File: src/rtl/ctxpull_pkg.sv
package ctxpull_pkg;
  localparam int NRINGS      = 4;
  localparam int RING_W      = $clog2(NRINGS);
  localparam int CAM_W       = 32;
  localparam int VALID_BIT   = CAM_W - 1;
  localparam int HW_BIT      = CAM_W - 2;
  localparam int BLK_W       = 4;
  localparam int IDX_W       = 24;
  localparam int ADDR_W      = 12;
  localparam int PAGE_W      = 2;
  localparam int RING_STRIDE = 16;
  localparam int CAM_OFS     = 8;
  localparam int STRIDE_SH   = $clog2(RING_STRIDE);

  localparam logic [ADDR_W-1:0] OFS_PULL_OS_LD   = 12'h818;
  localparam logic [ADDR_W-1:0] OFS_PULL_OS_ST   = 12'hC18;
  localparam logic [ADDR_W-1:0] OFS_PULL_PHYS_ST = 12'hC38;

  localparam logic [PAGE_W-1:0] PG_USER = 2'd0;
  localparam logic [PAGE_W-1:0] PG_HV   = 2'd3;

  localparam logic [RING_W-1:0] RING_OS   = 2'd1;
  localparam logic [RING_W-1:0] RING_PHYS = 2'd3;

  typedef enum logic [1:0] {OP_NONE, OP_RD_CAM, OP_WR_CAM, OP_PULL} op_e;
  typedef enum logic {ST_IDLE, ST_SAVE} state_e;

  function automatic logic cam_valid(input logic [CAM_W-1:0] w);
    return w[VALID_BIT];
  endfunction

  function automatic logic cam_hw(input logic [CAM_W-1:0] w);
    return w[HW_BIT];
  endfunction

  function automatic logic [BLK_W-1:0] cam_blk(input logic [CAM_W-1:0] w);
    return w[IDX_W +: BLK_W];
  endfunction

  function automatic logic [IDX_W-1:0] cam_idx(input logic [CAM_W-1:0] w);
    return w[IDX_W-1:0];
  endfunction

  // rings 0..top are touched by a pull of ring top
  function automatic logic [NRINGS-1:0] reach_mask(input logic [RING_W-1:0] top);
    logic [NRINGS-1:0] m;
    for (int i = 0; i < NRINGS; i++) m[i] = (i <= int'(top));
    return m;
  endfunction
endpackage

File: src/rtl/ctxpull_decode.sv
module ctxpull_decode
  import ctxpull_pkg::*;
(
  input  logic              we_i,
  input  logic [PAGE_W-1:0] page_i,
  input  logic [ADDR_W-1:0] addr_i,
  output op_e               op_o,
  output logic [RING_W-1:0] ring_o,
  output logic              load_o
);
  localparam logic [ADDR_W-1:0] CAM_SPAN = ADDR_W'(NRINGS * RING_STRIDE);

  logic cam_hit;
  assign cam_hit = (page_i == PG_HV) && (addr_i < CAM_SPAN) &&
                   (addr_i[STRIDE_SH-1:0] == STRIDE_SH'(CAM_OFS));
  assign load_o  = !we_i;

  always_comb begin
    op_o   = OP_NONE;
    ring_o = '0;
    if (cam_hit) begin
      op_o   = we_i ? OP_WR_CAM : OP_RD_CAM;
      ring_o = addr_i[STRIDE_SH +: RING_W];
    end else if (!we_i && addr_i == OFS_PULL_OS_LD && page_i != PG_USER) begin
      op_o   = OP_PULL;
      ring_o = RING_OS;
    end else if (we_i && addr_i == OFS_PULL_OS_ST && page_i != PG_USER) begin
      op_o   = OP_PULL;
      ring_o = RING_OS;
    end else if (we_i && addr_i == OFS_PULL_PHYS_ST && page_i == PG_HV) begin
      op_o   = OP_PULL;
      ring_o = RING_PHYS;
    end
  end
endmodule

File: src/rtl/ctxpull_ring_bank.sv
module ctxpull_ring_bank
  import ctxpull_pkg::*;
(
  input  logic                          clk,
  input  logic                          rst_n,
  input  logic                          wr_en_i,
  input  logic [RING_W-1:0]             wr_ring_i,
  input  logic [CAM_W-1:0]              wr_data_i,
  input  logic                          inv_en_i,
  input  logic [RING_W-1:0]             inv_ring_i,
  input  logic [NRINGS-1:1]             irq_raise_i,
  output logic [NRINGS-1:0][CAM_W-1:0]  cam_o,
  output logic [NRINGS-1:1]             irq_o
);
  logic [NRINGS-1:0] kill;
  assign kill = inv_en_i ? reach_mask(inv_ring_i) : '0;

  for (genvar r = 0; r < NRINGS; r++) begin : g_cam
    logic wr_here;
    assign wr_here = wr_en_i && (wr_ring_i == RING_W'(r));

    always_ff @(posedge clk) begin
      if (!rst_n)          cam_o[r] <= '0;
      else if (wr_here)    cam_o[r] <= wr_data_i;
      else if (kill[r])    cam_o[r][VALID_BIT] <= 1'b0;
    end


    inv_clears_chk: assert property (@(posedge clk) disable iff (!rst_n)
      inv_en_i && (inv_ring_i >= RING_W'(r)) |=> !cam_valid(cam_o[r]));

    inv_keeps_rest_chk: assert property (@(posedge clk) disable iff (!rst_n)
      inv_en_i && !wr_here |=> cam_o[r][VALID_BIT-1:0] == $past(cam_o[r][VALID_BIT-1:0]));
  end

  for (genvar r = 1; r < NRINGS; r++) begin : g_irq
    always_ff @(posedge clk) begin
      if (!rst_n)              irq_o[r] <= 1'b0;
      else if (kill[r])        irq_o[r] <= 1'b0;
      else if (irq_raise_i[r]) irq_o[r] <= 1'b1;
    end


    irq_drop_chk: assert property (@(posedge clk) disable iff (!rst_n)
      inv_en_i && (inv_ring_i >= RING_W'(r)) |=> !irq_o[r]);

    irq_raise_chk: assert property (@(posedge clk) disable iff (!rst_n)
      irq_raise_i[r] && !(inv_en_i && inv_ring_i >= RING_W'(r)) |=> irq_o[r]);
  end
endmodule

File: src/rtl/ctxpull_seq.sv
module ctxpull_seq
  import ctxpull_pkg::*;
(
  input  logic                          clk,
  input  logic                          rst_n,
  input  logic                          cfg_save_en_i,
  input  logic                          req_valid_i,
  output logic                          req_ready_o,
  input  op_e                           op_i,
  input  logic [RING_W-1:0]             ring_i,
  input  logic                          load_i,
  input  logic [NRINGS-1:0][CAM_W-1:0]  cam_i,
  output logic                          wr_en_o,
  output logic                          inv_en_o,
  output logic [RING_W-1:0]             inv_ring_o,
  output logic                          rsp_valid_o,
  output logic [CAM_W-1:0]              rsp_data_o,
  output logic                          rsp_err_o,
  output logic                          sw_err_o,
  output logic                          save_valid_o,
  input  logic                          save_ready_i,
  output logic [RING_W-1:0]             save_ring_o,
  output logic [BLK_W-1:0]              save_blk_o,
  output logic [IDX_W-1:0]              save_idx_o
);
  state_e            state_q;
  logic [RING_W-1:0] hold_ring;
  logic [CAM_W-1:0]  hold_word;
  logic              hold_load;

  logic [CAM_W-1:0] cur_word;
  logic fire, is_pull, need_save, pull_now, save_done, finish_pull;
  logic [CAM_W-1:0] fin_word;

  assign req_ready_o = (state_q == ST_IDLE);
  assign fire        = req_valid_i && req_ready_o;
  assign cur_word    = cam_i[ring_i];
  assign is_pull     = fire && (op_i == OP_PULL);
  assign need_save   = cfg_save_en_i && cam_hw(cur_word);
  assign pull_now    = is_pull && !need_save;
  assign save_done   = save_valid_o && save_ready_i;
  assign finish_pull = pull_now || save_done;
  assign fin_word    = save_done ? hold_word : cur_word;

  assign wr_en_o     = fire && (op_i == OP_WR_CAM);
  assign inv_en_o    = finish_pull;
  assign inv_ring_o  = save_done ? hold_ring : ring_i;

  assign save_valid_o = (state_q == ST_SAVE);
  assign save_ring_o  = hold_ring;
  assign save_blk_o   = cam_blk(hold_word);
  assign save_idx_o   = cam_idx(hold_word);

  always_ff @(posedge clk) begin
    if (!rst_n) begin
      state_q   <= ST_IDLE;
      hold_ring <= '0;
      hold_word <= '0;
      hold_load <= 1'b0;
    end else if (is_pull && need_save) begin
      state_q   <= ST_SAVE;
      hold_ring <= ring_i;
      hold_word <= cur_word;
      hold_load <= load_i;
    end else if (save_done) begin
      state_q   <= ST_IDLE;
    end
  end

  always_ff @(posedge clk) begin
    if (!rst_n) begin
      rsp_valid_o <= 1'b0;
      rsp_data_o  <= '0;
      rsp_err_o   <= 1'b0;
      sw_err_o    <= 1'b0;
    end else begin
      rsp_valid_o <= (fire && !(is_pull && need_save)) || save_done;
      rsp_err_o   <= fire && (op_i == OP_NONE);
      sw_err_o    <= finish_pull && !cam_valid(fin_word);
      if (save_done)
        rsp_data_o <= hold_load ? hold_word : '0;
      else if (fire && (op_i == OP_RD_CAM || (op_i == OP_PULL && load_i)))
        rsp_data_o <= cur_word;
      else
        rsp_data_o <= '0;
    end
  end


  save_hold_chk: assert property (@(posedge clk) disable iff (!rst_n)
    save_valid_o && !save_ready_i |=> save_valid_o && $stable(save_ring_o) &&
                                      $stable(save_blk_o) && $stable(save_idx_o));

  save_blocks_inv_chk: assert property (@(posedge clk) disable iff (!rst_n)
    save_valid_o && !save_ready_i |-> !inv_en_o);

  rsp_after_access_chk: assert property (@(posedge clk) disable iff (!rst_n)
    rsp_valid_o |-> $past(fire || save_done));

  sw_err_with_rsp_chk: assert property (@(posedge clk) disable iff (!rst_n)
    sw_err_o |-> rsp_valid_o);

  err_no_inv_chk: assert property (@(posedge clk) disable iff (!rst_n)
    rsp_err_o |-> $past(!inv_en_o && !wr_en_o) && rsp_data_o == '0);
endmodule

File: src/rtl/ctxpull_unit.sv
module ctxpull_unit
  import ctxpull_pkg::*;
(
  input  logic                 clk,
  input  logic                 rst_n,
  input  logic                 cfg_save_en_i,
  input  logic                 req_valid_i,
  output logic                 req_ready_o,
  input  logic                 req_we_i,
  input  logic [PAGE_W-1:0]    req_page_i,
  input  logic [ADDR_W-1:0]    req_addr_i,
  input  logic [CAM_W-1:0]     req_wdata_i,
  output logic                 rsp_valid_o,
  output logic [CAM_W-1:0]     rsp_data_o,
  output logic                 rsp_err_o,
  output logic                 sw_err_o,
  input  logic [NRINGS-1:1]    irq_raise_i,
  output logic [NRINGS-1:1]    irq_o,
  output logic                 save_valid_o,
  input  logic                 save_ready_i,
  output logic [RING_W-1:0]    save_ring_o,
  output logic [BLK_W-1:0]     save_blk_o,
  output logic [IDX_W-1:0]     save_idx_o
);
  op_e                          dec_op;
  logic [RING_W-1:0]            dec_ring;
  logic                         dec_load;
  logic [NRINGS-1:0][CAM_W-1:0] cam_words;
  logic                         wr_en;
  logic                         inv_en;
  logic [RING_W-1:0]            inv_ring;

  ctxpull_decode u_dec (
    .we_i   (req_we_i),
    .page_i (req_page_i),
    .addr_i (req_addr_i),
    .op_o   (dec_op),
    .ring_o (dec_ring),
    .load_o (dec_load)
  );

  ctxpull_ring_bank u_bank (
    .clk         (clk),
    .rst_n       (rst_n),
    .wr_en_i     (wr_en),
    .wr_ring_i   (dec_ring),
    .wr_data_i   (req_wdata_i),
    .inv_en_i    (inv_en),
    .inv_ring_i  (inv_ring),
    .irq_raise_i (irq_raise_i),
    .cam_o       (cam_words),
    .irq_o       (irq_o)
  );

  ctxpull_seq u_seq (
    .clk           (clk),
    .rst_n         (rst_n),
    .cfg_save_en_i (cfg_save_en_i),
    .req_valid_i   (req_valid_i),
    .req_ready_o   (req_ready_o),
    .op_i          (dec_op),
    .ring_i        (dec_ring),
    .load_i        (dec_load),
    .cam_i         (cam_words),
    .wr_en_o       (wr_en),
    .inv_en_o      (inv_en),
    .inv_ring_o    (inv_ring),
    .rsp_valid_o   (rsp_valid_o),
    .rsp_data_o    (rsp_data_o),
    .rsp_err_o     (rsp_err_o),
    .sw_err_o      (sw_err_o),
    .save_valid_o  (save_valid_o),
    .save_ready_i  (save_ready_i),
    .save_ring_o   (save_ring_o),
    .save_blk_o    (save_blk_o),
    .save_idx_o    (save_idx_o)
  );


  save_stalls_req_chk: assert property (@(posedge clk) disable iff (!rst_n)
    save_valid_o && !save_ready_i |=> !rsp_valid_o);
endmodule

File: config.mk
export PLATFORM = sky130hd
export DESIGN_NAME = ctxpull_unit
export DESIGN_NICKNAME = d
export VERILOG_FILES = /design/src/rtl/ctxpull_pkg.sv /design/src/rtl/ctxpull_decode.sv /design/src/rtl/ctxpull_ring_bank.sv /design/src/rtl/ctxpull_seq.sv /design/src/rtl/ctxpull_unit.sv
export SDC_FILE = /design/constraint.sdc
export NUM_CORES = 1
export LEC_CHECK = 0
export BUFFER_PORTS_ARGS = -buffer_cell sky130_fd_sc_hd__buf_2
export CORE_MARGIN = 2
export CORE_UTILIZATION = 40
export CTS_BUF_LIST = sky130_fd_sc_hd__clkbuf_4 sky130_fd_sc_hd__clkbuf_8 sky130_fd_sc_hd__clkbuf_16
export CTS_CLUSTER_DIAMETER = 200
export CTS_CLUSTER_SIZE = 30
export DETAILED_ROUTE_END_ITERATION = 12
export PLACE_DENSITY_LB_ADDON = 0.12
export REMOVE_ABC_BUFFERS = 1
export SLEW_MARGIN = 40
export SYNTH_ARGS = -nofsm -noshare
export SYNTH_HDL_FRONTEND = slang
export SYNTH_SLANG_ARGS = --single-unit
File: constraint.sdc
create_clock -name clk -period 8.5 [get_ports clk]
set_input_delay 0.425 -clock clk [delete_from_list [all_inputs] [get_ports clk]]
set_output_delay 0.425 -clock clk [all_outputs]
set_load 0.02 [all_outputs]
Word level (Yosys, flattened, before mapping)
Cells that the tools add are included.
{"block": "word_totals", "out_inout_bits": 70, "wordCells": 105, "input_bits": 55, "regBits": 202}
{"block": "classes", "n_reduce_logical": 42, "n_mux": 26, "bitwise": 2, "order_cmp": 5, "eq_ne": 11}
{"cell": "$mux W32", "count": 5}
{"cell": "$bmux W32 S2", "count": 1}
{"cell": "$eq A12 B12 Y1 const B", "count": 3}
{"cell": "$logic_and A1 B1 Y1", "count": 24}
{"cell": "$mux W2", "count": 9}
{"cell": "$lt A12 B7 Y1 const B", "count": 1}
{"cell": "$reduce_bool A2 Y1", "count": 6}
{"cell": "$eq A2 B2 Y1 const B", "count": 5}
{"cell": "$mux W1", "count": 10}
{"cell": "$reduce_or A2 Y1", "count": 3}
{"cell": "$eq A2 B1 Y1 const B", "count": 2}
{"cell": "$eq A4 B4 Y1 const B", "count": 1}
{"cell": "$le A2 B2 Y1 const A", "count": 2}
{"cell": "$logic_not A1 Y1", "count": 4}
{"cell": "$logic_not A2 Y1", "count": 2}
{"cell": "$mux W4", "count": 1}
{"cell": "$logic_or A1 B1 Y1", "count": 3}
{"cell": "$lt A2 B3 Y1 const B", "count": 1}
{"cell": "$le A1 B2 Y1 const A", "count": 1}
{"cell": "$not A1 Y1", "count": 2}

Depth between registers and ports, before layout
Gate-level depths: netlist of run 1.
{"block": "depth", "word_depth": 16, "ltp_mapped": 11, "depth_no_buf": 7}

Modules after synthesis
From an unflattened synthesis of run 1, not the netlist that was laid out.
{"block": "unflattened", "hier_cells": 957, "area_unflattened_um2": 8713.4}
{"module": "ctxpull_ring_bank", "area_each_um2": 4862.2, "seq_area_each_um2": 2622.5, "cells_per_inst": 571, "instances": 1}
{"module": "ctxpull_seq", "area_each_um2": 3678.5, "seq_area_each_um2": 1421.4, "cells_per_inst": 364, "instances": 1}
{"module": "ctxpull_decode", "area_each_um2": 172.7, "seq_area_each_um2": 0.0, "cells_per_inst": 22, "instances": 1}

Worst setup path after synthesis of run 1
OpenSTA, ideal clock, no wires.
{"block": "synth_path", "path_kind": "input port to flip-flop", "startpoint": "input req_addr_i[7]", "endpoint": "register u_seq.hold_word[15]", "path_buffers": 2, "setup_ns": 0.136, "required_ns": 8.364, "setup_slack_ns": 5.510, "stages": 8, "arrival_time_ns": 2.854, "cell_sequence": "or4_1 or3_1 o22ai_2 mux2_2 a2111oi_4 buf_2 buf_2 a211oi_1"}
{"block": "synth_between", "elab_chain_cells": 11, "word_cells_on_any_way": 25, "classes_between": "order compare: 1; eq/ne: 4; mux: 9; reduce/logical: 11"}
{"item": "start: declaration", "line_no": "ctxpull_unit.sv:11", "text": "input logic [ADDR_W-1:0] req_addr_i,"}
{"item": "parallel branches: the longest is 11 deep, another holds $lt A12 B7 Y1"}
{"item": "end signal: assignment", "line_no": "ctxpull_seq.sv:63", "text": "hold_word <= cur_word;"}
{"item": "end: declaration", "line_no": "ctxpull_seq.sv:28", "text": "logic [CAM_W-1:0] hold_word;"}
Several ways; the timed one is not identified. The select of a mux whose other input is x is not followed.
A chain may end at the register's enable or synchronous reset.

Final worst setup path of run 1
{"block": "layout_path", "startpoint": "input req_addr_i[7]", "endpoint": "register u_bank.cam_o[31] (netlist bit)"}
{"block": "layout_between", "elab_chain_cells": 15, "word_cells_on_any_way": 34, "classes_between": "order compare: 1; eq/ne: 5; mux: 11; reduce/logical: 17"}
{"item": "parallel branches: the longest is 15 deep, another holds $lt A12 B7 Y1"}
{"item": "end signal: indexed assignment", "line_no": "ctxpull_ring_bank.sv:24", "text": "else if (wr_here) cam_o[r] <= wr_data_i;"}
{"item": "end: declaration", "line_no": "ctxpull_ring_bank.sv:12", "text": "output logic [NRINGS-1:0][CAM_W-1:0] cam_o,"}
Several ways; the timed one is not identified. The select of a mux whose other input is x is not followed.

==> results of run 1 <==
==> Yosys cell counts, types with 3 or more instances <==
master / count / area [um2]
sky130_fd_sc_hd__buf_4: 29 / 218
sky130_fd_sc_hd__buf_2: 8 / 40.0
sky130_fd_sc_hd__o21ai_0: 36 / 180
sky130_fd_sc_hd__nand3_1: 8 / 40.0
sky130_fd_sc_hd__buf_1: 3 / 11.3
sky130_fd_sc_hd__and2_1: 4 / 25.0
sky130_fd_sc_hd__nor4_1: 3 / 18.8
sky130_fd_sc_hd__o22ai_1: 3 / 18.8
sky130_fd_sc_hd__inv_1: 6 / 22.5
sky130_fd_sc_hd__clkbuf_1: 64 / 240
sky130_fd_sc_hd__a21oi_1: 131 / 656
sky130_fd_sc_hd__o211ai_1: 3 / 22.5
sky130_fd_sc_hd__a221oi_1: 31 / 272
sky130_fd_sc_hd__a22o_1: 30 / 263
sky130_fd_sc_hd__a211oi_1: 33 / 248
sky130_fd_sc_hd__o21a_1: 3 / 22.5
sky130_fd_sc_hd__and3_1: 4 / 25.0
sky130_fd_sc_hd__dfxtp_1: 202 / 4040
sky130_fd_sc_hd__nor2_1: 52 / 195
sky130_fd_sc_hd__nand2b_1: 3 / 18.8
sky130_fd_sc_hd__nand2_1: 298 / 1120
==> layout make-up <==
| type | instances | area, um2 |
|---|---|---|
| timing repair buffer | 133 | 699 |
| antenna | 1 | 2.50 |
| fill | 2014 | 10700 |
| multi-input combinational | 673 | 3460 |
| tap | 265 | 332 |
| sequential | 202 | 4040 |
| inverter | 6 | 25.0 |
| clock inverter | 1 | 8.76 |
| clock buffer | 11 | 275 |
==> cells by family after synthesis <==
kind of cell           Yosys count
buffers and inverters          110
multiplexers                     4
AO/OA/AOI/OAI                  280
flip-flops                     202
AND/OR/NAND/NOR                389
==> routing by layer <==
layer  share of wire (%)  GRT usage, %
met3                 4.2          2.80
met2                  47          33.2
met4                 1.4          3.33
met1                  47          27.9
met5               0.056             0
==> critical path, stage by stage <==
cell                      delay [ns]
sky130_fd_sc_hd__buf_2          0.10
sky130_fd_sc_hd__nor4_1         0.56
sky130_fd_sc_hd__nand3_1        0.29
sky130_fd_sc_hd__nor3_1         0.61
sky130_fd_sc_hd__o22ai_4        0.28
sky130_fd_sc_hd__buf_6          0.24
sky130_fd_sc_hd__buf_8          0.16
sky130_fd_sc_hd__and2_2         0.44
sky130_fd_sc_hd__or3b_1         0.45
sky130_fd_sc_hd__a21oi_1        0.14
==> power by group through the flow <==
stage	Sequential [mW]	Clock (mW)	Combinational (mW)
2_1_floorplan	0.972	0	0.0158
3_3_place_gp	0.970	0	0.0500
3_5_place_dp	0.970	0	0.0494
4_1_cts	0.948	0.556	0.0495
5_1_grt	0.949	0.592	0.0543
6_report	0.948	0.537	0.0498
==> stage by stage <==
stage	util (%)	cell area, um2	setup WS (ns)	total power, mW
detailed placement	43.8	8540	4.72	1.02
CTS	45.2	8830	5.20	1.55
global route	45.3	8850	4.99	1.59
floorplan	-	7470	3.97	0.987
finish	45.3	8850	5.21	1.53
global placement	43.6	8510	4.48	1.02
==> registers in the layout, indices dropped and copies added, names as in the netlist <==
name                cells
u_seq.save_valid_o      1
u_seq.rsp_data_o       32
u_bank.irq_o            3
u_seq.sw_err_o          1
u_bank.cam_o          128
u_seq.hold_load         1
u_seq.rsp_err_o         1
u_seq.hold_word        32
u_seq.save_ring_o       2
u_seq.rsp_valid_o       1
==> path summary, 6_finish.rpt <==
kind	from	to	slack, ns	depth (start not counted)
setup reg to reg	u_bank.cam_o[30]$_SDFFE_PN0P_	u_bank.cam_o[127]$_SDFFE_PN0P_	6.10	7
hold reg to reg	u_bank.cam_o[109]$_SDFFE_PN0P_	u_bank.cam_o[109]$_SDFFE_PN0P_	0.46	2
hold / removal	irq_raise_i[3]	u_bank.irq_o[3]$_SDFFE_PP0P_	0.14	2
setup / recovery	req_addr_i[7]	u_bank.cam_o[31]$_SDFFE_PN0P_	5.21	10
==> tab_implementation.tex, run 1 <==
\begin{tabular}{lr}
\hline
Metric & Value \\
\hline
\multicolumn{2}{l}{\textbf{Status}} \\
Result of the run & finished clean \\
\multicolumn{2}{l}{\textbf{Timing}} \\
Max\_slew headroom & 43.4\% \\
Hold violation total from the final report & 0 \\
Worst clock skew & 0.0131 ns \\
Fin crit share & between 30\% and 40\% \\
Slew Limit Fails & 0 \\
Number of failing setup endpoints in the final timing report & 0 \\
Min Clock Period, post-route & 3.29 ns \\
Maximum achievable frequency & between 300 and 400 MHz \\
Unrepaired setup endpoints after global routing & false \\
Pin slew with the least headroom to its limit & 0.849 ns \\
Accumulated negative setup slack & 0 ns \\
Final hold slack & 0.141 ns \\
\multicolumn{2}{l}{\textbf{Clock network}} \\
Master cell of the clock root buffer & sky130\_fd\_sc\_hd\_\_clkbuf\_16 \\
Clock-pin slew reported for the worst setup and hold paths after clock tree synthesis & 0.12 ns \\
CTS tree & done \\
CTS sink cnt & 202 \\
Number of instances resized during post-cts repair & 0 \\
Clock Latency Late Sink & 0.47 ns \\
Cts bufs inserted & 10 \\
Post-CTS Hold Fix Bufs & 0 \\
H-tree depth reported by CTS & 1 \\
Deepest clock path buffer count & 3 \\
\# Post-CTS Setup Buffers & 0 \\
\multicolumn{2}{l}{\textbf{Global routing}} \\
Vias in the first global route & 6,460 \\
All-Layer GR Usage & approximately a fifth \\
Grt ovf & 0 \\
Global-route wire length before repair & 34.9 mm \\
Number of antenna violations at the first check in global routing & 1 \\
Largest net degree at the start of global routing & between 50 and 60 \\
\multicolumn{2}{l}{\textbf{Pwr}} \\
Max rail drop VDD & 0.104 mV \\
Share of total power consumed by net switching & 21.9\% \\
Clock network fraction of design power & between 30\% and 40\% \\
Proportion of power drawn by flip-flops and latches & 61.8\% \\
P\_int & about 1.2 mW \\
Leak pwr & 3.12 nW \\
Relative contribution of combinational cells to total power & 3.2\% \\
Cell area power density & roughly 170 nW/um2 \\
Net switching component of the power & 0.336 mW \\
\multicolumn{2}{l}{\textbf{Drt}} \\
Drt wl/cell & 16.5 um \\
Number of nets still failing antenna checks after routing & 0 \\
Total number of vias & slightly below 7,000 \\
Total routed wirelength & 21.3 mm \\
1st-iter DRT viols & 398 \\
Average via count per standard cell & 5.25 \\
DRC violation count after routing & 0 \\
Pre-Repair DR Iteration Count & 5 \\
\multicolumn{2}{l}{\textbf{Run}} \\
Number of max-cap violations & 0 \\
\multicolumn{2}{l}{\textbf{Logic synthesis}} \\
Number of enable-type register cells in the synthesized netlist & 0 \\
Post-synthesis share of cell area spent on and, or, nand and nor gates & 19.7\% \\
Mapped cell area & 7980 um2 \\
Flip-flop and latch count after synthesis & 202 \\
Area fraction in compound gates after synthesis & 22.4\% \\
XOR/XNOR share of the synthesized area & 0\% \\
Post-synthesis area per instance & 8.10 um2 \\
Warning count from the yosys run & 0 \\
Largest family of logic cells by synthesized area & compound AO/OA/AOI/OAI gates \\
Sequential cell area fraction in the yosys report & 50.7\% \\
Proportion of synthesized area in mux cells & 0.533\% \\
Share of synthesized flip-flops with an asynchronous set or reset & 0\% \\
Synth cell types & 45 \\
Arithmetic-cell share of the synthesized area counting full adders, half adders and majority gates & 0\% \\
Syn Inst Count & roughly 990 \\
Most common flop cell mapped by yosys & sky130\_fd\_sc\_hd\_\_dfxtp\_1 \\
\multicolumn{2}{l}{\textbf{Place}} \\
Number of instances in the placed design & between 1,000 and 1,500 \\
IO Port Bufs & 124 \\
Final RePlAce weighted congestion & approximately 0.83 \\
HPWL after detailed placement & around 13 mm \\
\multicolumn{2}{l}{\textbf{Die}} \\
Vert. Die Dim & between 100 and 150 um \\
Die footprint & 21,100 um2 \\
Ports placed on the boundary & 125 \\
Starting utilization of the core area & around two fifths \\
Core area & 19,500 um2 \\
Die width & 145 um \\
Num rows & 51 \\
\multicolumn{2}{l}{\textbf{Cells and area}} \\
Number of cells in the finished layout apart from fillers & 1,292 \\
Area overhead of the layout relative to synthesis & 11.0\% \\
Share of post-route cells with drive strength above 1 & 16.1\% \\
Leading cell type in the layout, fill and taps excluded & sky130\_fd\_sc\_hd\_\_nand2\_1 \\
Highest-count cells in the layout ignoring fill and taps & sky130\_fd\_sc\_hd\_\_nand2\_1, sky130\_fd\_sc\_hd\_\_dfxtp\_1, sky130\_fd\_sc\_hd\_\_a21oi\_1 \\
Total Nets Final & 1,081 \\
\multicolumn{2}{l}{\textbf{Setup path}} \\
Setup crit end kind & flip-flop \\
Data required time at the worst endpoint & about 8.9 ns \\
Maximum fanout count along the critical path & 33 \\
Endpoint arrival time on the critical path & about 3.7 ns \\
Critical path launch point type & input pin \\
Classification of the worst setup path & input pin to flip-flop \\
\multicolumn{2}{l}{\textbf{Hold path}} \\
Class of the worst hold path & input pin to flip-flop \\
\hline
\end{tabular}
Power figures use the tool's default switching activity.
==> inputs of run 2 (changes only) <==
ABC_AREA = 1   (was default)
clock period = 3.3 ns   (was 8.5 ns; I/O delays follow)
==> run 2 against run 1 <==
First-iteration DRC count down 11%. Worst setup slack worse by 4.0 ns. Routed wire length rose by 7.5%. Final cell count up 17%. Critical path type is now flip-flop to flip-flop.
==> tab_implementation.tex, run 2 <==
\begin{tabular}{lr}
\hline
Metric & Value \\
\hline
\multicolumn{2}{l}{\textbf{Setup path}} \\
Biggest cell delay along the critical path & slightly below 0.5 ns \\
End of the worst register-to-register path & u\_seq.hold\_word[15]\$\_SDFFE\_PN0P\_ \\
Cell chain of the critical path & inv\_1 -> nand2\_1 -> inv\_1 -> nand2\_1 -> nor2\_1 -> nand3\_2 -> buf\_12 -> a21oi\_1 -> o21a\_1 \\
Classification of the worst setup path & flip-flop to flip-flop \\
R2r setup slk & 1.17 ns \\
Setup crit end kind & flip-flop \\
CP Launch Point & u\_seq.save\_valid\_o\$\_SDFFE\_PN0P\_ \\
Launch instance of the worst register-to-register path & u\_seq.save\_valid\_o\$\_SDFFE\_PN0P\_ \\
Data required time at the worst endpoint & 3.72 ns \\
Worst Reg-to-Reg Cells & 9 \\
Critical path launch point type & flip-flop \\
Crit-path slowest cell & sky130\_fd\_sc\_hd\_\_nand3\_2 \\
Endpoint arrival time on the critical path & 2.55 ns \\
Maximum fanout count along the critical path & 23 \\
\multicolumn{2}{l}{\textbf{Place}} \\
Final RePlAce weighted congestion & 0.748 \\
Cell area reported after detailed placement & about 9300 um2 \\
IO Port Bufs & roughly 120 \\
HPWL after detailed placement & between 10 and 15 mm \\
\multicolumn{2}{l}{\textbf{Die}} \\
Starting utilization of the core area & 40.7\% \\
Num rows & 53 \\
Vert. Die Dim & 150 um \\
Die width & around 150 um \\
Ports placed on the boundary & about 130 \\
Core area & 21,000 um2 \\
Die footprint & 22,500 um2 \\
\multicolumn{2}{l}{\textbf{Hold path}} \\
Number of cells on the worst hold path & 3 \\
Min-Delay Endpoint & u\_seq.rsp\_err\_o\$\_SDFF\_PN0\_ \\
Hold path start & req\_valid\_i \\
Class of the worst hold path & input pin to flip-flop \\
\multicolumn{2}{l}{\textbf{Cells and area}} \\
Most flops, register & u\_bank.cam\_o \\
Leading cell type in the layout, fill and taps excluded & sky130\_fd\_sc\_hd\_\_dfxtp\_1 \\
Post-route cell area & approximately 9900 um2 \\
Highest-count cells in the layout ignoring fill and taps & sky130\_fd\_sc\_hd\_\_dfxtp\_1, sky130\_fd\_sc\_hd\_\_nand2\_1, sky130\_fd\_sc\_hd\_\_nor2\_1 \\
Registers with the highest flip-flop counts & u\_bank.cam\_o x128, u\_seq.hold\_word x32, u\_seq.rsp\_data\_o x32 \\
Area overhead of the layout relative to synthesis & 16.1\% \\
Share of post-route cells with drive strength above 1 & 15.3\% \\
Total Nets Final & around 1,300 \\
Count of antenna diodes in the layout & 0 \\
Number of flip-flops in the largest register & $\sim$130 \\
\multicolumn{2}{l}{\textbf{Timing}} \\
Accumulated negative setup slack & 0 ns \\
Unrepaired setup endpoints after global routing & false \\
Hold violation total from the final report & 0 \\
Min Clock Period, post-route & 2.13 ns \\
Fin crit share & 64.5\% \\
Pin slew with the least headroom to its limit & 0.850 ns \\
Number of failing setup endpoints in the final timing report & 0 \\
Maximum achievable frequency & between 400 and 500 MHz \\
Worst clock skew & 0.0126 ns \\
Slew Limit Fails & 0 \\
Max\_slew headroom & between 40\% and 50\% \\
\multicolumn{2}{l}{\textbf{Global routing}} \\
Number of antenna violations at the first check in global routing & 0 \\
All-Layer GR Usage & 20.3\% \\
Largest net degree at the start of global routing & 108 \\
Grt ovf & 0 \\
Vias in the first global route & 6,829 \\
Global-route wire length before repair & 36.8 mm \\
\multicolumn{2}{l}{\textbf{Logic synthesis}} \\
Flip-flop and latch count after synthesis & 202 \\
Largest family of logic cells by synthesized area & compound AO/OA/AOI/OAI gates \\
Post-synthesis area per instance & $\sim$7.4 um2 \\
Syn Inst Count & roughly 1,100 \\
Sequential cell area fraction in the yosys report & 47.4\% \\
Top cells by count, synth & sky130\_fd\_sc\_hd\_\_nand2\_1, sky130\_fd\_sc\_hd\_\_dfxtp\_1, sky130\_fd\_sc\_hd\_\_nor2\_1 \\
Area fraction in compound gates after synthesis & 20.8\% \\
Share of the synthesized area in the top cell type & 47.4\% \\
Arithmetic-cell share of the synthesized area counting full adders, half adders and majority gates & 0\% \\
Mapped cell area & 8530 um2 \\
Post-synthesis share of cell area spent on and, or, nand and nor gates & 20.1\% \\
Most area-consuming cells after synthesis & sky130\_fd\_sc\_hd\_\_dfxtp\_1, sky130\_fd\_sc\_hd\_\_nand2\_1, sky130\_fd\_sc\_hd\_\_nor2\_1, sky130\_fd\_sc\_hd\_\_a21oi\_1, sky130\_fd\_sc\_hd\_\_o21ai\_0 \\
XOR/XNOR share of the synthesized area & 0\% \\
Synth cell types & 33 \\
Proportion of synthesized area in mux cells & 0\% \\
Cell with the most instances after synthesis & sky130\_fd\_sc\_hd\_\_nand2\_1 \\
Warning count from the yosys run & 0 \\
Most common flop cell mapped by yosys & sky130\_fd\_sc\_hd\_\_dfxtp\_1 \\
Share of synthesized flip-flops with an asynchronous set or reset & 0\% \\
Number of enable-type register cells in the synthesized netlist & 0 \\
Most area-hungry cell type in the Yosys netlist & sky130\_fd\_sc\_hd\_\_dfxtp\_1 \\
\multicolumn{2}{l}{\textbf{Pwr}} \\
Cell area power density & just over 400 nW/um2 \\
Max rail drop VDD & 0.290 mV \\
Leak pwr & 4.03 nW \\
\multicolumn{2}{l}{\textbf{Clock network}} \\
Clock Latency Late Sink & 0.47 ns \\
Deepest clock path buffer count & 3 \\
Cts bufs inserted & 10 \\
H-tree depth reported by CTS & 1 \\
Master cell of the clock root buffer & sky130\_fd\_sc\_hd\_\_clkbuf\_16 \\
\# Post-CTS Setup Buffers & 0 \\
CTS tree & done \\
CTS sink cnt & 202 \\
Clock-pin slew reported for the worst setup and hold paths after clock tree synthesis & 0.12 ns \\
\multicolumn{2}{l}{\textbf{Drt}} \\
Number of nets still failing antenna checks after routing & 0 \\
Pre-Repair DR Iteration Count & 5 \\
1st-iter DRT viols & approximately 350 \\
Total routed wirelength & 22.9 mm \\
Total number of vias & 7,400 \\
DRC violation count after routing & 0 \\
Drt wl/cell & about 15 um \\
Average via count per standard cell & 4.88 \\
\multicolumn{2}{l}{\textbf{Run}} \\
Number of max-cap violations & 0 \\
\multicolumn{2}{l}{\textbf{Status}} \\
Result of the run & finished clean \\
\hline
\end{tabular}
[run 2: cell types whose count changed in the layout (fill, tap and decap cells not counted), moves of 29 or more]
cell | previous run | this run
sky130_fd_sc_hd__inv_1 | 5 | 119
sky130_fd_sc_hd__a22o_1 | 30 | 0
sky130_fd_sc_hd__nand2_1 | 294 | 201
sky130_fd_sc_hd__nor2_1 | 52 | 177
sky130_fd_sc_hd__dlygate4sd3_1 | 0 | 36
sky130_fd_sc_hd__a21oi_1 | 131 | 102
sky130_fd_sc_hd__a221oi_1 | 31 | 0
sky130_fd_sc_hd__o21ai_0 | 36 | 94
sky130_fd_sc_hd__o2111ai_1 | 0 | 30
[run 2: repair_timing]
action,in CTS,in global routing
gates resized for setup,0,0
hold endpoints to repair,89,0
hold buffers,36,0
setup endpoints to repair,0,0
[run 2: cell families after synthesis]
kind of cell    count (synthesis)
flops                         202
compound gates                298
simple gates                  421
buf+inv                       225
[run 2: worst max-delay path by stage]
| stage | to | cells after the start |
|---|---|---|
| 4_1_cts | u_seq.hold_word[4]$_SDFFE_PN0P_ | 9 |
| 6_report | u_seq.hold_word[15]$_SDFFE_PN0P_ | 9 |
| 2_1_floorplan | u_bank.cam_o[32]$_SDFFE_PN0P_ | 12 |
| 5_1_grt | u_seq.hold_word[15]$_SDFFE_PN0P_ | 9 |
| 3_3_place_gp | u_seq.rsp_data_o[23]$_SDFF_PN0_ | 10 |
| 3_5_place_dp | u_seq.rsp_data_o[23]$_SDFF_PN0_ | 10 |
[run 2: metrics by stage]
step / setup slack, ns / std cells / util, % / hold slack [ns] / power, mW
2_1_floorplan: 0.564 / 1047 / - / 0.286 / 2.54
3_3_place_gp: 0.783 / 1466 / 43.9 / 0.384 / 2.64
3_5_place_dp: 0.754 / 1468 / 44.2 / 0.392 / 2.64
4_1_cts: 1.17 / 1516 / 47.2 / 0.0173 / 4.08
5_1_grt: 0.917 / 1516 / 47.3 / 0.0398 / 4.17
6_report: 1.17 / 1516 / 47.3 / 0.0254 / 4.03
[run 2: cell type report]
type | instances | area, um2
Clock inverter | 1 | 8.76
Inverter | 126 | 477
Tap cell | 275 | 344
Sequential cell | 202 | 4040
Fill cell | 2201 | 11100
Timing Repair Buffer | 182 | 1220
Clock buffer | 11 | 275
Multi-Input combinational cell | 719 | 3540
[run 2: power by group]
part	switching, mW	total (mW)	internal (mW)
logic	0.104	0.173	0.0694
clock network	0.800	1.41	0.609
registers	0.00146	2.44	2.44
total	0.906	4.03	3.12
[run 2: routing by layer]
metal  wire length [um]  GRT usage, %  vias up  share of wire [%]
met4                363          4.48        0                1.6
met3                855          1.74       21                3.7
met1              11400          29.1     3379                 50
met2              10300          33.4      158                 45
li1                   -             -     3842                  -
met5                  0             0        -                  0
[run 2: critical path: cells and delay by family (launching register included)]
family,cells,cell delay (ns)
DFF,1,0.35
AOI/OAI and AO/OA,2,0.27
buffers and inverters,3,0.55
and+or+nand+nor,4,0.89
==> inputs of run 3 (changes only) <==
clock period = 1.8 ns   (was 3.3 ns; I/O delays follow)
==> run 3 against run 2 <==
Routed wire length rose by 2.5%. Final cell count rose by 3.2%. Global-route usage rose by 0.85 points. Combinational power rose by 99%. Power rose by 83%. Sequential cell count did not move. Worst setup slack got worse by 1.0 ns. Fmax rose by 28%. Critical path depth did not move. Hold slack improved by 0.037 ns. Largest cell class unchanged.
==> tab_implementation.tex, run 3 (same netlist as run 2, synthesis figures left out) <==
\begin{tabular}{lr}
\hline
Metric & Value \\
\hline
\multicolumn{2}{l}{\textbf{Cells and area}} \\
Highest-count cells in the layout ignoring fill and taps & sky130\_fd\_sc\_hd\_\_dfxtp\_1, sky130\_fd\_sc\_hd\_\_nand2\_1, sky130\_fd\_sc\_hd\_\_nor2\_1 \\
Most flops, register & u\_bank.cam\_o \\
Number of flip-flops in the largest register & 128 \\
Leading cell type in the layout, fill and taps excluded & sky130\_fd\_sc\_hd\_\_dfxtp\_1 \\
Count of antenna diodes in the layout & 0 \\
Registers with the highest flip-flop counts & u\_bank.cam\_o x128, u\_seq.hold\_word x32, u\_seq.rsp\_data\_o x32 \\
Area occupied by registers & 4040 um2 \\
Utilization after layout & 50.1\% \\
Area overhead of the layout relative to synthesis & 23.1\% \\
Multi-input logic area & around 3500 um2 \\
FILL cells & 2,111 \\
Number of cells in the finished layout apart from fillers & 1,564 \\
Post-route cell area & 10,500 um2 \\
Share of post-route cells with drive strength above 1 & approximately a fifth \\
Total Nets Final & around 1,300 \\
\multicolumn{2}{l}{\textbf{Clock network}} \\
CTS tree & done \\
CTS sink cnt & 202 \\
H-tree depth reported by CTS & 1 \\
Master cell of the clock root buffer & sky130\_fd\_sc\_hd\_\_clkbuf\_16 \\
Clock-pin slew reported for the worst setup and hold paths after clock tree synthesis & 0.12 ns \\
Clock Latency Late Sink & 0.48 ns \\
Cts bufs inserted & 10 \\
Deepest clock path buffer count & 3 \\
\multicolumn{2}{l}{\textbf{Die}} \\
Die footprint & 22,500 um2 \\
Vert. Die Dim & 150 um \\
Ports placed on the boundary & 125 \\
Die width & 150 um \\
Num rows & 53 \\
Starting utilization of the core area & 40.7\% \\
Core area & 21,000 um2 \\
\multicolumn{2}{l}{\textbf{Pwr}} \\
P\_int & 5.74 mW \\
Relative contribution of combinational cells to total power & between 4 and 5\% \\
Share of total power consumed by net switching & 22.2\% \\
Max rail drop VDD & 0.508 mV \\
Cell area power density & roughly 700 nW/um2 \\
Proportion of power drawn by flip-flops and latches & 60.7\% \\
Leak pwr & 4.35 nW \\
Clock network fraction of design power & 34.7\% \\
Net switching component of the power & 1.64 mW \\
\multicolumn{2}{l}{\textbf{Place}} \\
Final RePlAce weighted congestion & 0.749 \\
HPWL after detailed placement & 15.5 mm \\
Cell area reported after detailed placement & 9830 um2 \\
IO Port Bufs & 124 \\
Number of instances in the placed design & 1,515 \\
\multicolumn{2}{l}{\textbf{Setup path}} \\
Setup crit end kind & flip-flop \\
Maximum fanout count along the critical path & 10 \\
Classification of the worst setup path & flip-flop to flip-flop \\
Biggest cell delay along the critical path & 0.33 ns \\
Cell chain of the critical path & inv\_1 -> nand2\_1 -> nor3\_2 -> inv\_1 -> buf\_4 -> nor2\_4 -> buf\_4 -> o21ai\_0 -> nor2\_1 \\
Data required time at the worst endpoint & about 2.2 ns \\
Buffer and inverter count on the worst path & 4 \\
Top delay family on crit path & buffers and inverters \\
Endpoint arrival time on the critical path & 2.07 ns \\
Crit-path slowest cell & sky130\_fd\_sc\_hd\_\_dfxtp\_1 \\
Critical path launch point type & flip-flop \\
\multicolumn{2}{l}{\textbf{Timing}} \\
Unrepaired setup endpoints after global routing & false \\
Pin slew with the least headroom to its limit & around 0.43 ns \\
Accumulated negative setup slack & 0 ns \\
Slew Limit Fails & 0 \\
Hold violation total from the final report & 0 \\
Worst clock skew & 0.0166 ns \\
Maximum achievable frequency & 601 MHz \\
Number of failing setup endpoints in the final timing report & 0 \\
Min Clock Period, post-route & 1.66 ns \\
Max\_slew headroom & 71.2\% \\
Fin crit share & 92.5\% \\
\multicolumn{2}{l}{\textbf{Drt}} \\
Pre-Repair DR Iteration Count & 4 \\
Number of nets still failing antenna checks after routing & 0 \\
1st-iter DRT viols & 381 \\
Average via count per standard cell & 4.86 \\
Drt wl/cell & 15.0 um \\
Total number of vias & 7,608 \\
DRC violation count after routing & 0 \\
Total routed wirelength & 23.5 mm \\
\multicolumn{2}{l}{\textbf{Global routing}} \\
All-Layer GR Usage & 21.2\% \\
Number of antenna violations at the first check in global routing & 0 \\
Grt ovf & 0 \\
Largest net degree at the start of global routing & 108 \\
Vias in the first global route & about 7,100 \\
Global-route wire length before repair & 38.1 mm \\
\multicolumn{2}{l}{\textbf{Status}} \\
Result of the run & finished clean \\
\multicolumn{2}{l}{\textbf{Run}} \\
Number of max-cap violations & 0 \\
\multicolumn{2}{l}{\textbf{Hold path}} \\
Class of the worst hold path & input pin to flip-flop \\
\hline
\end{tabular}
[run 3: cell count changes in the layout (fill, tap and decap cells not counted), moves of 2 or more]
| cell | before | now |
|---|---|---|
| sky130_fd_sc_hd__buf_12 | 3 | 24 |
| sky130_fd_sc_hd__buf_4 | 17 | 46 |
| sky130_fd_sc_hd__nor3_1 | 4 | 2 |
| sky130_fd_sc_hd__nor3_2 | 0 | 2 |
[run 3: what timing repair did]
action,CTS,global route
hold buffers,36,0
hold endpoints to repair,133,0
setup buffers,0,1
setup endpoints to repair,0,94
resized for setup,0,5
[run 3: worst paths after layout]
kind         depth (start not counted)                              to  slack (ns)                            start
max reg2reg                          9  u_bank.cam_o[107]$_SDFFE_PN0P_        0.14  u_seq.save_valid_o$_SDFFE_PN0P_
max                                  9  u_bank.cam_o[107]$_SDFFE_PN0P_        0.14  u_seq.save_valid_o$_SDFFE_PN0P_
min reg2reg                          2   u_bank.cam_o[80]$_SDFFE_PN0P_        0.46    u_bank.cam_o[80]$_SDFFE_PN0P_
min                                  4      u_seq.rsp_err_o$_SDFF_PN0_        0.06                      req_valid_i
[run 3: worst min-delay path, cell delays in order]
cell                      delay (ns)
sky130_fd_sc_hd__buf_2          0.09
sky130_fd_sc_hd__nand2_1        0.13
sky130_fd_sc_hd__buf_4          0.14
sky130_fd_sc_hd__nor3_1         0.05
[run 3: stage by stage]
step                setup slack [ns]  hold WS, ns  total power [mW]
CTS                          0.00854       0.0237              7.49
detailed placement            -0.215        0.316              4.86
finish                         0.135       0.0628              7.38
global route                  0.0126       0.0721              7.66
global placement              -0.228        0.307              4.86
floorplan                     -0.861        0.211              4.66
[run 3: final cells by class]
| class | instances | share of cell area [%] |
|---|---|---|
| Tap cell | 275 | 3.28 |
| Multi-Input combinational cell | 719 | 33.7 |
| Clock inverter | 1 | 0.0834 |
| Sequential cell | 202 | 38.5 |
| Clock buffer | 11 | 2.62 |
| Timing Repair Buffer | 230 | 17.3 |
| Inverter | 126 | 4.52 |
[run 3: power groups by stage]
| stage | Combinational (mW) | Sequential (mW) | Clock, mW |
|---|---|---|---|
| after floorplan | 0.0764 | 4.59 | 0 |
| after global placement | 0.284 | 4.58 | 0 |
| after detailed placement | 0.282 | 4.58 | 0 |
| after CTS | 0.344 | 4.48 | 2.67 |
| after global routing | 0.381 | 4.48 | 2.80 |
| final | 0.344 | 4.48 | 2.56 |
[run 3: metal layers]
metal,up-vias,share of wire [%],GRT usage [%]
met5,-,0,0
met4,0,1.4,3.96
met3,22,4.1,2.56
met2,161,46,35.3
met1,3475,49,29.7
li1,3950,-,-
